[config.mk]
export PLATFORM = sky130hd
export DESIGN_NAME = tlbl_lookup
export DESIGN_NICKNAME = d
export VERILOG_FILES = /design/src/rtl/tlbl_pkg.sv /design/src/rtl/tlbl_store.sv /design/src/rtl/tlbl_match.sv /design/src/rtl/tlbl_prio.sv /design/src/rtl/tlbl_lookup.sv
export SDC_FILE = /design/constraint.sdc
export NUM_CORES = 2
export LEC_CHECK = 0
export CAP_MARGIN = 5
export CORE_ASPECT_RATIO = 1.1
export CORE_MARGIN = 4
export CORE_UTILIZATION = 30
export CTS_CLUSTER_DIAMETER = 50
export DETAILED_ROUTE_END_ITERATION = 7
export MAX_ROUTING_LAYER = met4
export PLACE_DENSITY = 0.48
export SLEW_MARGIN = 20
export SYNTH_ARGS = -nofsm -noshare
export SYNTH_HDL_FRONTEND = slang
export SYNTH_SLANG_ARGS = --single-unit
[constraint.sdc]
create_clock -name clk -period 10.3 [get_ports clk]
set_input_delay 1.03 -clock clk [delete_from_list [all_inputs] [get_ports clk]]
set_output_delay 1.03 -clock clk [all_outputs]
set_load 0.05 [all_outputs]
[src/rtl/tlbl_pkg.sv]
package tlbl_pkg;

    localparam int ADDR_W   = 32;
    localparam int PG_SHIFT = 12;
    localparam int VPN_W    = ADDR_W - PG_SHIFT;
    localparam int PFN_W    = 20;
    localparam int TAG_GLB  = 11;
    localparam int TAG_VLD  = 10;
    localparam int DAT_W    = 24;

    typedef enum logic [1:0] {
        ACC_LOAD  = 2'd0,
        ACC_STORE = 2'd1,
        ACC_FETCH = 2'd2,
        ACC_RSVD  = 2'd3
    } acc_e;

    typedef struct packed {
        logic x;
        logic w;
        logic r;
    } perm_t;

    typedef struct packed {
        logic             cache;
        logic             r;
        logic             w;
        logic             x;
        logic [PFN_W-1:0] pfn;
    } dat_t;

    typedef struct packed {
        logic              vld;
        logic              hit;
        logic [ADDR_W-1:0] paddr;
        perm_t             perm;
        logic              ok;
    } rsp_t;

    function automatic logic perm_grants(input perm_t p, input acc_e a);
        logic g;
        case (a)
            ACC_LOAD:  g = p.r;
            ACC_STORE: g = p.w;
            ACC_FETCH: g = p.x;
            default:   g = 1'b0;
        endcase
        return g;
    endfunction

endpackage

[src/rtl/tlbl_store.sv]
module tlbl_store
    import tlbl_pkg::*;
#(
    parameter int WAYS    = 4,
    parameter int SETS    = 16,
    localparam int WAY_W  = $clog2(WAYS),
    localparam int SET_W  = $clog2(SETS),
    localparam int ENTRIES = WAYS * SETS
) (
    input  logic                clk,
    input  logic                rst_n,
    input  logic                wr_en,
    input  logic [WAY_W-1:0]    wr_way,
    input  logic [ADDR_W-1:0]   wr_tag,
    input  dat_t                wr_dat,
    input  logic [SET_W-1:0]    rd_set,
    output logic [ADDR_W-1:0]   rd_tag [WAYS],
    output dat_t                rd_dat [WAYS]
);

    localparam int IDX_W = WAY_W + SET_W;

    logic [ADDR_W-1:0] tag_q [ENTRIES];
    logic [ADDR_W-1:0] tag_d [ENTRIES];
    dat_t              dat_q [ENTRIES];
    dat_t              dat_d [ENTRIES];
    logic [IDX_W-1:0]  wr_idx;

    // index = way * SETS + set, with SETS a power of two
    assign wr_idx = {wr_way, wr_tag[PG_SHIFT +: SET_W]};

    always_comb begin
        tag_d = tag_q;
        dat_d = dat_q;
        if (wr_en) begin
            tag_d[wr_idx] = wr_tag;
            dat_d[wr_idx] = wr_dat;
        end
    end

    always_ff @(posedge clk or negedge rst_n) begin
        if (!rst_n) begin
            for (int i = 0; i < ENTRIES; i++) begin
                tag_q[i] <= '0;
                dat_q[i] <= '0;
            end
        end else begin
            tag_q <= tag_d;
            dat_q <= dat_d;
        end
    end

    for (genvar w = 0; w < WAYS; w++) begin : g_rd
        assign rd_tag[w] = tag_q[{WAY_W'(w), rd_set}];
        assign rd_dat[w] = dat_q[{WAY_W'(w), rd_set}];
    end

endmodule

[src/rtl/tlbl_match.sv]
module tlbl_match
    import tlbl_pkg::*;
#(
    parameter int WAYS  = 4,
    parameter int PID_W = 8
) (
    input  logic [VPN_W-1:0]  vpn,
    input  logic [PID_W-1:0]  pid,
    input  logic [ADDR_W-1:0] tags [WAYS],
    output logic [WAYS-1:0]   hit_vec
);

    logic [WAYS-1:0] tag_unused;

    for (genvar w = 0; w < WAYS; w++) begin : g_way
        logic page_eq;
        logic pid_ok;
        assign page_eq    = (tags[w][ADDR_W-1:PG_SHIFT] == vpn);
        assign pid_ok     = tags[w][TAG_GLB] || (tags[w][PID_W-1:0] == pid);
        assign hit_vec[w] = page_eq && pid_ok;
        // valid flag and spare bits between it and the PID are not compared
        assign tag_unused[w] = ^tags[w][TAG_VLD:PID_W];
    end

endmodule

[src/rtl/tlbl_prio.sv]
module tlbl_prio #(
    parameter int WAYS   = 4,
    localparam int WAY_W = $clog2(WAYS)
) (
    input  logic [WAYS-1:0]  req,
    output logic             any,
    output logic [WAY_W-1:0] idx
);

    always_comb begin
        idx = '0;
        for (int i = WAYS - 1; i >= 0; i--) begin
            if (req[i]) begin
                idx = WAY_W'(i);
            end
        end
    end

    assign any = |req;

endmodule

[src/rtl/tlbl_lookup.sv]
module tlbl_lookup
    import tlbl_pkg::*;
#(
    parameter int WAYS    = 4,
    parameter int ENTRIES = 64,
    parameter int PID_W   = 8,
    localparam int SETS   = ENTRIES / WAYS,
    localparam int SET_W  = $clog2(SETS),
    localparam int WAY_W  = $clog2(WAYS)
) (
    input  logic              clk,
    input  logic              rst_n,
    input  logic              req_vld,
    input  logic [31:0]       req_vaddr,
    input  logic [1:0]        req_acc,
    input  logic [31:0]       ctx_word,
    input  logic              mnt_we,
    input  logic [WAY_W-1:0]  mnt_way,
    input  logic [31:0]       mnt_tag,
    input  logic [31:0]       mnt_data,
    output logic              rsp_vld,
    output logic              rsp_hit,
    output logic [31:0]       rsp_paddr,
    output logic [2:0]        rsp_perm,
    output logic              rsp_ok
);

    localparam int PID_LSB = 4;

    logic [VPN_W-1:0]  req_vpn;
    logic [SET_W-1:0]  req_set;
    logic [PID_W-1:0]  cur_pid;
    logic [ADDR_W-1:0] set_tag [WAYS];
    dat_t              set_dat [WAYS];
    logic [WAYS-1:0]   way_hit;
    logic              any_hit;
    logic [WAY_W-1:0]  sel_way;
    dat_t              sel_dat;
    rsp_t              rsp_d;
    rsp_t              rsp_q;
    logic [WAYS-1:0]   cache_unused;
    logic              lk_unused;

    assign req_vpn = req_vaddr[ADDR_W-1:PG_SHIFT];
    assign req_set = req_vpn[SET_W-1:0];
    assign cur_pid = ctx_word[PID_LSB +: PID_W];

    tlbl_store #(
        .WAYS (WAYS),
        .SETS (SETS)
    ) store_i (
        .clk    (clk),
        .rst_n  (rst_n),
        .wr_en  (mnt_we),
        .wr_way (mnt_way),
        .wr_tag (mnt_tag),
        .wr_dat (dat_t'(mnt_data[DAT_W-1:0])),
        .rd_set (req_set),
        .rd_tag (set_tag),
        .rd_dat (set_dat)
    );

    tlbl_match #(
        .WAYS  (WAYS),
        .PID_W (PID_W)
    ) match_i (
        .vpn     (req_vpn),
        .pid     (cur_pid),
        .tags    (set_tag),
        .hit_vec (way_hit)
    );

    tlbl_prio #(
        .WAYS (WAYS)
    ) prio_i (
        .req (way_hit),
        .any (any_hit),
        .idx (sel_way)
    );

    assign sel_dat = set_dat[sel_way];

    always_comb begin
        rsp_d = '0;
        if (req_vld) begin
            rsp_d.vld = 1'b1;
            if (any_hit) begin
                rsp_d.hit    = 1'b1;
                rsp_d.paddr  = {sel_dat.pfn, {PG_SHIFT{1'b0}}};
                rsp_d.perm.r = sel_dat.r;
                rsp_d.perm.w = sel_dat.w;
                rsp_d.perm.x = sel_dat.x;
                rsp_d.ok     = perm_grants(rsp_d.perm, acc_e'(req_acc));
            end
        end
    end

    always_ff @(posedge clk or negedge rst_n) begin
        if (!rst_n) begin
            rsp_q <= '0;
        end else begin
            rsp_q <= rsp_d;
        end
    end

    assign rsp_vld   = rsp_q.vld;
    assign rsp_hit   = rsp_q.hit;
    assign rsp_paddr = rsp_q.paddr;
    assign rsp_perm  = rsp_q.perm;
    assign rsp_ok    = rsp_q.ok;

    for (genvar w = 0; w < WAYS; w++) begin : g_cache
        assign cache_unused[w] = set_dat[w].cache;
    end

    assign lk_unused = ^{req_vaddr[PG_SHIFT-1:0], ctx_word[PID_LSB-1:0],
                         ctx_word[31:PID_LSB+PID_W], mnt_data[31:DAT_W],
                         cache_unused};

endmodule

==> qor.yml <==
floorplanning:
  fp.coreArea_mm2: 0.503
  start_util_pct: 30.1
  die_w_um: 686
  die_area_mm2: 0.517
  die_y_um: 754
  io_pins: 174
  rows: 273
finish:
  layout_commonest_cell: "dfrtp_1"
  multiInputGateArea_mm2: 0.0639
  final_cell_area_mm2: 0.175
  regArea_mm2: 0.0839
  final_nets: 9755
  n_fill_cell: 47700
  syn2layout_area_growth_pct: 15.5
  drive_gt1_share_pct: 51.7
  layout_common_cells: "3354 x dfrtp_1, 3138 x mux2_2, 763 x mux4_2, 436 x clkbuf_16, 320 x mux2i_1"
placed_design:
  place_area_mm2: 0.160
  portBuffers: 113
  gp_congestion: 0.795
  dp_hpwl_um: 302000
timing:
  worst_hold_slack_ps: 460
  post-route-period-util_pct: 64.9
  max-slew-margin-rel_pct: 20.9
  clock.fmax_ghz: 0.150
  finalSetupViolCount: 0
  drv_slew: 0
  fin_tns_setup_ps: 0
  fin_crit_ps: 6690
  tightestPinTransition_ps: 1190
  grt_setup_unrepaired: "false"
  hold_violations: 0
  fin_skew_ps: 74.5
clock_network:
  post-cts-setup-buffers: 0
  cts_num_sinks: 3354
  cts.clk_slew.worst_paths_ps: 60
  cts_inserted_buffers: 431
  cts_root_buffer: "clkbuf_16"
  hold_buffers: 1
  clockBufferDepth: 4
  clock_latency_ps: 1010
  ctsHtreeMaxLevel: 5
  cts-resized-gates: 0
  cts_tree: "done"
synthesis:
  synth-xor-area-share_pct: 0.693
  synth-edff-count: 0
  synth-simple-area-share_pct: 2.64
  yosys.area.top_type_share_pct: 55.3
  ys_types: 87
  avgSynthCellArea_um2: 15.5
  synth_top_flop_cell: "dfrtp_1"
  synth_top_family_by_area: "multiplexers"
  muxShareOfSynthArea_pct: 36.7
  synth_adder_area_share_pct: 0
  ys_seq_area_share_pct: 55.3
  async_reset_ff_share_pct: 100
  ys_seq_elements: 3354
  netlist_top_cells_area: "dfrtp_1 55%, mux2_2 23%, mux4_2 11%"
  synthCells: 9782
  syn_area_mm2: 0.152
  ys_warn_count: 0
  synth_compound_area_share_pct: 1.69
  yosys.area.top_type: "dfrtp_1"
critical_path:
  r2r-start: "store_i.tag_q[541]$_DFFE_PN0P_"
  cp_slowest_cell: "nor4_2"
  endpoint_kind: "register"
  critPathArrivalTime_ps: 7510
  critPathMaxFanout: 45
  start_kind: "primary input"
  slowest_delay_ps: 940
  worst-setup-path-type: "primary input to register"
  crit_chain: "buf_8 -> buf_4 -> mux4_2 -> mux2i_1 -> xnor2_1 -> nor3_1 -> a41oi_1 -> nor4_2 -> nand3_1 -> a211oi_4 -> buf_12 -> mux2i_1 -> mux2_2 -> nor2_1"
  crit_top_cell: "mux2i_1"
  path_buf_inv: 3
  cpLargestDelayFamily: "simple AND/OR/NAND/NOR gates"
  cp.required_ps: 11130
  critPathLaunch: "req_vaddr[12]"
global_route:
  grt_pass1_wl_um: 756000
  grt_usage_pct: 20.9
  antenna_found_initial: 53
  grt_overflow_total: 0
  grt_max_degree: 187
  grt_pass1_vias: 96300
drt:
  wirelength_um: 534000
  firstDrtPassIters: 5
  viasPerCell: 5.28
  drcViolationCount: 0
  final_antenna_net_count: 0
  wl_per_cell_um: 31.9
  drt_iter0_markers: 6425
  vias: 88400
pwr:
  power_density_mw_per_mm2: 206
  leakagePower_uw: 0.0793
  ir_drop_uv: 151
job:
  maxCapViolCount: 0
run_status:
  status: "finished, final reports clean"
hold_path:
  min_from: "store_i.tag_q[1965]$_DFFE_PN0P_"
  hp-class: "register to register"
## routing by layer
metal  track usage, %  wire, um
met3             2.53     22700
met1             27.3    232000
met4             6.37     19000
met2             34.1    260000
met5                -         0
## worst paths after layout
check	end	slack, ps	cells past startpoint
worst max-delay path	rsp_paddr[19]$_DFF_PN0_	3610	14
worst min-delay path	store_i.tag_q[1965]$_DFFE_PN0P_	460	1
worst max register to register	rsp_paddr[19]$_DFF_PN0_	4510	12
worst min register to register	store_i.tag_q[1965]$_DFFE_PN0P_	460	1
max in group asynchronous	store_i.dat_q[556]$_DFFE_PN0P_	7190	4
min in group asynchronous	store_i.tag_q[1965]$_DFFE_PN0P_	670	2
## registers in the layout, summed over array words and instances, names as in the netlist
signal / flops
store_i.tag_q: 1856
rsp_vld: 1
rsp_ok: 1
rsp_hit: 1
store_i.dat_q: 1472
rsp_perm: 3
rsp_paddr: 20
## worst reg2reg max path: cells and delay by family (launching register included)
| family | cells | cell delay, ps |
|---|---|---|
| buf+inv | 1 | 370 |
| xor+xnor | 1 | 220 |
| mux | 4 | 1360 |
| simple gates | 4 | 2460 |
| compound gates | 2 | 830 |
| flops | 1 | 380 |
## where the power goes
group / switching (uW) / internal [uW] / total (uW)
logic: 1940 / 2350 / 4290
registers: 840 / 14900 / 15700
clock network: 6170 / 9920 / 16100
total: 8950 / 27100 / 36100
## cell families (layout without fill, tap and decap cells)
group | Yosys count | in the layout
other | 1 | 25
multiplexers | 4221 | 4221
AO/OA/AOI/OAI | 349 | 349
flip-flops | 3354 | 3354
AND/OR/NAND/NOR | 730 | 730
buffers and inverters | 1007 | 1197
XOR/XNOR | 120 | 120
## cells in the mapped netlist (39+ instances only)
| master | instances |
|---|---|
| dfrtp_1 | 3354 |
| mux2_2 | 3138 |
| mux4_2 | 763 |
| clkbuf_1 | 679 |
| mux2i_1 | 320 |
| nand2_1 | 131 |
| nor2b_1 | 116 |
| nor2_1 | 115 |
| or2_2 | 111 |
| buf_1 | 109 |
| buf_2 | 98 |
| xnor2_1 | 81 |
| buf_4 | 67 |
| and2_1 | 58 |
| o22ai_1 | 48 |
| a22oi_1 | 41 |
| xor2_1 | 39 |
## cell type report
type / count / share of cell area [%]
clock inverter: 227 / 1.83
tap: 6737 / 4.81
inverter: 22 / 0.0550
timing repair buffer: 378 / 1.95
multi-input combinational: 5432 / 36.5
antenna: 13 / 0.0186
clock buffer: 570 / 6.94
sequential: 3354 / 47.9
## metrics by stage
stage	setup slack (ps)	util, %	cells	power (uW)
floorplan	5610	-	9793	18700
global placement	2680	31.7	15900	19900
detailed placement	2690	31.7	15900	20300
CTS	3750	34.8	16700	36500
global route	3660	34.8	16700	37500
finish	3610	34.8	16700	36100
(Power assumes the default switching activity.)
